--- src/rtl/rtn_seq_pkg.sv ---
package rtn_seq_pkg;
  localparam int unsigned WORD_W = 16;
  localparam int unsigned ENT_W  = WORD_W + 5;
  localparam logic [3:0]  OP_WAIT = 4'h1;

  typedef struct packed {
    logic              last;
    logic              own;
    logic              ec_n;
    logic              cm_n;
    logic              w_n;
    logic [WORD_W-1:0] word;
  } rtn_ent_t;
endpackage

--- src/rtl/rtn_store.sv ---
module rtn_store #(
  parameter int AW = 6,
  parameter int EW = 21
) (
  input  logic          clk,
  input  logic          we,
  input  logic [AW-1:0] waddr,
  input  logic [EW-1:0] wdata,
  input  logic [AW-1:0] raddr,
  output logic [EW-1:0] rdata
);
  localparam int DEPTH = 1 << AW;
  logic [EW-1:0] mem [DEPTH];

  always_ff @(posedge clk) begin
    if (we) mem[waddr] <= wdata;
    rdata <= mem[raddr];
  end
endmodule

--- src/rtl/rtn_pick.sv ---
module rtn_pick #(
  parameter int NRT = 6,
  parameter int RW  = 3
) (
  input  logic           clk,
  input  logic           rst,
  input  logic [NRT-1:0] req,
  input  logic [NRT-1:0] clr,
  input  logic [NRT-1:0] rearm,
  output logic [NRT-1:0] pend,
  output logic           pick_vld,
  output logic [RW-1:0]  pick_id
);
  for (genvar i = 0; i < NRT; i++) begin : g_pend
    always_ff @(posedge clk) begin
      if (rst) pend[i] <= 1'b0;
      else     pend[i] <= ((pend[i] | req[i]) & ~clr[i]) | rearm[i];
    end
  end

  always_comb begin
    pick_vld = 1'b0;
    pick_id  = '0;
    for (int i = NRT - 1; i >= 0; i--) begin
      if (pend[i]) begin
        pick_vld = 1'b1;
        pick_id  = RW'(i);
      end
    end
  end
endmodule

--- src/rtl/rtn_pf.sv ---
module rtn_pf #(
  parameter int AW  = 6,
  parameter int NFE = 2,
  parameter int EW  = 21
) (
  input  logic              clk,
  input  logic              rst,
  input  logic              cap_en,
  input  logic [NFE*AW-1:0] fe_sa,
  input  logic [EW-1:0]     rdata,
  output logic [AW-1:0]     raddr,
  output logic [NFE*EW-1:0] pf_flat
);
  localparam int SW = (NFE > 1) ? $clog2(NFE) : 1;

  logic [SW-1:0] sel_q, idx_q;
  logic          cap_q;

  assign raddr = fe_sa[int'(sel_q)*AW +: AW];

  always_ff @(posedge clk) begin
    if (rst) begin
      sel_q <= '0;
      idx_q <= '0;
      cap_q <= 1'b0;
    end else begin
      cap_q <= cap_en;
      idx_q <= sel_q;
      if (cap_en) sel_q <= (int'(sel_q) == NFE - 1) ? '0 : sel_q + SW'(1);
    end
  end

  for (genvar i = 0; i < NFE; i++) begin : g_buf
    always_ff @(posedge clk) begin
      if (rst) pf_flat[i*EW +: EW] <= '0;
      else if (cap_q && int'(idx_q) == i) pf_flat[i*EW +: EW] <= rdata;
    end
  end
endmodule

--- src/rtl/rtn_seq_arb.sv ---
module rtn_seq_arb
  import rtn_seq_pkg::*;
#(
  parameter int AW  = 6,
  parameter int NRT = 6,
  parameter int NFE = 2
) (
  input  logic               clk,
  input  logic               rst,
  input  logic               ld_we,
  input  logic [AW-1:0]      ld_addr,
  input  logic [WORD_W-1:0]  ld_word,
  input  logic [4:0]         ld_ctl,
  input  logic [NRT*AW-1:0]  start_addr,
  input  logic [NFE-1:0]     fe_req,
  input  logic [NRT-NFE-1:0] hs_req,
  input  logic               match_n,
  input  logic               host_req,
  input  logic               host_w_n,
  input  logic               host_cm_n,
  input  logic               host_ec_n,
  input  logic [WORD_W-1:0]  host_dq,
  output logic               host_gnt,
  output logic               int_n,
  output logic               bus_e_n,
  output logic               bus_w_n,
  output logic               bus_cm_n,
  output logic               bus_ec_n,
  output logic [WORD_W-1:0]  bus_dq
);
  localparam int RW = $clog2(NRT);
  localparam logic [RW-1:0] NFE_R = RW'(NFE);

  logic              run, xv, usepf, gnt_q;
  logic [RW-1:0]     cur;
  logic [AW-1:0]     ip, raddr, pf_raddr, pick_sa;
  logic [ENT_W-1:0]  rdata;
  logic [NFE*ENT_W-1:0] pf_flat;
  rtn_ent_t          ex;
  logic [NRT-1:0]    pend, clr, rearm;
  logic              pick_vld;
  logic [RW-1:0]     pick_id, pf_idx;
  logic              preempt, start_go, exec_go, is_wait, redirect, finish, exec_bus;

  rtn_store #(.AW(AW), .EW(ENT_W)) u_store (
    .clk(clk), .we(ld_we), .waddr(ld_addr), .wdata({ld_ctl, ld_word}),
    .raddr(raddr), .rdata(rdata)
  );

  rtn_pick #(.NRT(NRT), .RW(RW)) u_pick (
    .clk(clk), .rst(rst), .req({hs_req, fe_req}), .clr(clr), .rearm(rearm),
    .pend(pend), .pick_vld(pick_vld), .pick_id(pick_id)
  );

  rtn_pf #(.AW(AW), .NFE(NFE), .EW(ENT_W)) u_pf (
    .clk(clk), .rst(rst), .cap_en(!run), .fe_sa(start_addr[NFE*AW-1:0]),
    .rdata(rdata), .raddr(pf_raddr), .pf_flat(pf_flat)
  );

  assign raddr   = run ? ip : pf_raddr;
  assign pick_sa = start_addr[int'(pick_id)*AW +: AW];
  assign pf_idx  = (cur < NFE_R) ? cur : '0;

  always_comb begin
    if (usepf) ex = rtn_ent_t'(pf_flat[int'(pf_idx)*ENT_W +: ENT_W]);
    else       ex = rtn_ent_t'(rdata);
  end

  // lower number wins; only routines 2.. may be cut off
  assign preempt  = run && (cur >= NFE_R) && pick_vld && (pick_id < cur);
  assign start_go = pick_vld && !gnt_q && (!run || preempt);
  assign exec_go  = run && (usepf || xv) && !preempt;
  assign is_wait  = ex.own && (ex.word[WORD_W-1:WORD_W-4] == OP_WAIT);
  assign redirect = exec_go && is_wait && match_n;
  assign finish   = exec_go && ex.last && !redirect;
  assign exec_bus = exec_go && !ex.own;

  always_comb begin
    clr   = '0;
    rearm = '0;
    if (start_go) clr[pick_id] = 1'b1;
    if (start_go && preempt) rearm[cur] = 1'b1;
  end

  always_ff @(posedge clk) begin
    if (rst) begin
      run   <= 1'b0;
      cur   <= '0;
      ip    <= '0;
      xv    <= 1'b0;
      usepf <= 1'b0;
    end else if (start_go) begin
      run   <= 1'b1;
      cur   <= pick_id;
      xv    <= 1'b0;
      usepf <= (pick_id < NFE_R);
      ip    <= (pick_id < NFE_R) ? pick_sa + AW'(1) : pick_sa;
    end else if (run) begin
      usepf <= 1'b0;
      if (finish) begin
        run <= 1'b0;
        xv  <= 1'b0;
      end else if (redirect) begin
        ip <= ex.word[AW-1:0];
        xv <= 1'b0;
      end else begin
        ip <= ip + AW'(1);
        xv <= 1'b1;
      end
    end
  end

  always_ff @(posedge clk) begin
    if (rst) gnt_q <= 1'b0;
    else     gnt_q <= host_req && (gnt_q || (!run && !pick_vld));
  end

  always_ff @(posedge clk) begin
    if (rst) begin
      bus_e_n  <= 1'b1;
      bus_w_n  <= 1'b1;
      bus_cm_n <= 1'b1;
      bus_ec_n <= 1'b1;
      bus_dq   <= '0;
    end else if (exec_bus) begin
      bus_e_n  <= 1'b0;
      bus_w_n  <= ex.w_n;
      bus_cm_n <= ex.cm_n;
      bus_ec_n <= ex.ec_n;
      bus_dq   <= ex.word;
    end else if (gnt_q && host_req) begin
      bus_e_n  <= 1'b0;
      bus_w_n  <= host_w_n;
      bus_cm_n <= host_cm_n;
      bus_ec_n <= host_ec_n;
      bus_dq   <= host_dq;
    end else begin
      bus_e_n  <= 1'b1;
      bus_w_n  <= 1'b1;
      bus_cm_n <= 1'b1;
      bus_ec_n <= 1'b1;
      bus_dq   <= '0;
    end
  end

  assign host_gnt = gnt_q;
  assign int_n    = ~run;
endmodule

--- config.mk ---
export PLATFORM = sky130hd
export DESIGN_NAME = rtn_seq_arb
export DESIGN_NICKNAME = d
export VERILOG_FILES = /design/src/rtl/rtn_seq_pkg.sv /design/src/rtl/rtn_store.sv /design/src/rtl/rtn_pick.sv /design/src/rtl/rtn_pf.sv /design/src/rtl/rtn_seq_arb.sv
export SDC_FILE = /design/constraint.sdc
export NUM_CORES = 2
export LEC_CHECK = 0
export BUFFER_PORTS_ARGS = -buffer_cell sky130_fd_sc_hd__buf_2
export CORE_MARGIN = 1
export CORE_UTILIZATION = 55
export DETAILED_ROUTE_END_ITERATION = 6
export PLACE_DENSITY_LB_ADDON = 0.12
export SYNTH_ARGS = -nofsm -noshare
export SYNTH_HDL_FRONTEND = slang
export SYNTH_SLANG_ARGS = --single-unit
--- constraint.sdc ---
create_clock -name clk -period 7.9 [get_ports clk]
set_clock_uncertainty 0.05 [all_clocks]
set_input_delay 0.395 -clock clk [delete_from_list [all_inputs] [get_ports clk]]
set_output_delay 0.395 -clock clk [all_outputs]
set_load 0.005 [all_outputs]
==> qor.txt <==
Worst Path Required: 8.54 ns
Routed Antenna Nets: 0
Post-Synth Simple-Gate Area: 0.143
grt ovf: 0
Die Ht: 325 um
Core Footprint: 103,000 um^2
wire length of the first global-routing pass: 229 mm
Async SR Flop Fraction: 0
crit path capture type: register
pre-CTS setup slack: 3.41 ns
Worst EP arrival: 5.19 ns
H-tree depth: 4
Worst Hold Class: in2reg
number of flops mapped to enable cells by yosys: 1,344
Total Die Area: 106,000 um^2
mux cell area share after synthesis: 0.0329
CTS tree: built
worst-margin pin slew: 1.18 ns
commonest non-fill, non-tap cell in the layout: edfxtp_1
Inst Count DP: 5,720
CTS Root Cell: clkbuf_16
post-synthesis sequential area ratio: 0.740
1st-iter DRT viols: 4,820
pin count of the biggest net entering global routing: 167
flop2flop setup slack: 3.35 ns
Ports: 115
Final Critical Period: 4.55 ns
fillers: 7,654
highest-count cells in the layout ignoring fill and taps: edfxtp_1 (1,344), nand2_1 (1,210), nand3_1 (471)
Power Dens Cells: 297 nW/um^2
max_cap viols: 0
Port Buf Inserts: 114
Max Fclk: 220 MHz
Cell Area, Synth: 57,400 um^2
Worst Path Max Fanout: 157
fin. max-slew vios: 0
Area growth syn-to-layout: 13.6%
CTS Sinks: 1,449
Synth Area in Compound Gates: 0.0619
Syn. warnings: 0
fin util: 0.630
final wirelength: 158 mm
Num CTS Buffers: 149
unrepaired setup endpoints after global routing: false
Synth Instances: 4,374
Worst-path clk slew: 0.06 ns
clk buf depth: 3
status: finished, final reports clean
via/cell ratio: 6.14
Total Nets Final: 4,614
fraction of layout cells with a size suffix above 1: 0.122
critical path class: reg2reg
Finished Layout Cells: 6,025
Top FF cell, synth: edfxtp_1
vias in the first global route: 34,600
Max-slew headroom: 0.209
# rows: 118
CP Launch Type: register
syn nets: 4,471
leakage power: 22.1 nW
Max VDD drop: 263 uV
gpl congestion: 0.890
sum of negative setup slack: 0 ns
largest family of logic cells by synthesized area: simple AND/OR/NAND/NOR gates
DR WL/cell: 26.2 um
clock latency on the worst-skew pair: 0.76 ns
DRC Markers: 0
Initial Utilization: 0.555
GRT Total Usage: 0.297
final setup violation count: 0
Final Cycle Share: 0.576
die width: 325 um
Post-DP HPWL: 85.4 mm
syn_area_per_cell: 13.1 um^2
flops & latches, synth: 1,449
initial antenna violation count: 15
setup ws final: 3.35 ns
synth unique cells: 73
final hold viol count: 0
via count: 37,000
Synth Area in Adders: 0.000872
Pre-Repair DR Iteration Count: 6
Synth Area in XOR/XNOR: 0.000610
-- final timing paths --
check | cells after the start | startpoint | end
hold reg to reg | 2 | u_pf.pf_flat[10] | u_pf.pf_flat[10]
setup / recovery | 9 | u_pf.sel_q | u_store.rdata[14]
setup reg to reg | 9 | u_pf.sel_q | u_store.rdata[14]
hold / removal | 2 | ld_addr[1] | u_store.mem[49][18]
-- metrics by stage --
step	hold WS, ns	instance area (um^2)	total power, mW
CTS	0.0666	65200	19.4
floorplan	0.382	57400	11.0
global route	0.103	65200	20.0
detailed placement	0.396	60100	12.5
global placement	0.390	60100	12.5
finish	0.118	65200	19.3
-- critical path: stages (launching register included) --
cell and delay (ns):
dfxtp_1 0.57, mux2i_1 0.27, o21ai_4 0.51, buf_12 0.63
buf_4 0.71, mux2i_1 0.16, a32oi_1 0.17, a311oi_1 0.24
a2111oi_2 0.80, and3_1 0.27
-- area by class of cell --
class / count / area, um^2 / area share
Tap cell: 1380 / 1730 / 0.0265
Clock buffer: 213 / 4210 / 0.0645
Antenna cell: 5 / 12.5 / 0.000192
Sequential cell: 1449 / 42500 / 0.651
Multi-Input combinational cell: 2645 / 14400 / 0.220
Inverter: 11 / 41.3 / 0.000633
Timing Repair Buffer: 261 / 1810 / 0.0278
Clock inverter: 61 / 598 / 0.00917
-- where the power goes --
group	total (mW)	internal [mW]	switching, mW
Combinational	3.70	1.09	2.60
Sequential	8.76	8.54	0.219
Clock	6.89	4.01	2.88
-- flip-flops by register name (all words and copies together), names as in the netlist, 3 cells and up --
name and flops:
bus_dq 16, cur 3, u_store.rdata 21, ip 6
u_pf.pf_flat 42, u_store.mem 1344, u_pick.pend 6
-- Yosys cell counts, types with 4 or more instances --
cell | instances | area [um^2]
nor3_1 | 8 | 40.0
o211ai_1 | 7 | 52.6
a21boi_1 | 6 | 45.0
a2111oi_0 | 18 | 158
inv_1 | 10 | 37.5
a311oi_1 | 25 | 219
nor2b_1 | 8 | 50.1
o21a_1 | 6 | 45.0
mux4_2 | 8 | 180
and3_1 | 26 | 163
clkbuf_1 | 135 | 507
a211o_1 | 6 | 52.6
o211a_1 | 5 | 50.1
buf_2 | 76 | 380
buf_4 | 11 | 82.6
edfxtp_1 | 1344 | 40400
a21boi_0 | 14 | 105
mux2i_1 | 164 | 1640
ha_1 | 4 | 50.1
dfxtp_1 | 105 | 2100
a21oi_1 | 224 | 1120
a21o_1 | 6 | 45.0
a32oi_1 | 103 | 902
a211oi_1 | 19 | 143
a31oi_1 | 24 | 150
a221oi_1 | 10 | 87.6
nor2_1 | 135 | 507
nor4_1 | 39 | 244
mux2_2 | 4 | 45.0
nand3_1 | 471 | 2360
nand2_1 | 1210 | 4540
or4_1 | 4 | 30.0
buf_1 | 45 | 169
nand2b_1 | 9 | 56.3
nand4_1 | 5 | 31.3
o22ai_1 | 9 | 56.3
o21ai_0 | 12 | 60.1
-- timing repair --
item	4_1_cts	5_1_grt
buffers inserted	0	0
hold endpoints to repair	26	0
resized for setup	0	0
endpoints found under the setup margin	0	0
hold buffers	26	0
-- kinds of logic after synthesis --
kind of cell,after synthesis
AOI/OAI and AO/OA,523
xor gates and xnor gates,4
adders and majority gates,4
buffers and inverters,280
DFF,1449
muxes,178
and+or+nand+nor,1936
-- layer usage --
| layer | up-vias | share of wire | GRT usage |
|---|---|---|---|
| met3 | 245 | 0.094 | 0.0575 |
| met4 | 6 | 0.028 | 0.101 |
| met2 | 1832 | 0.46 | 0.457 |
| met1 | 18400 | 0.41 | 0.426 |
| li1 | 16500 | - | - |
| met5 | - | 0.00026 | 0 |
(Power assumes the default switching activity.)
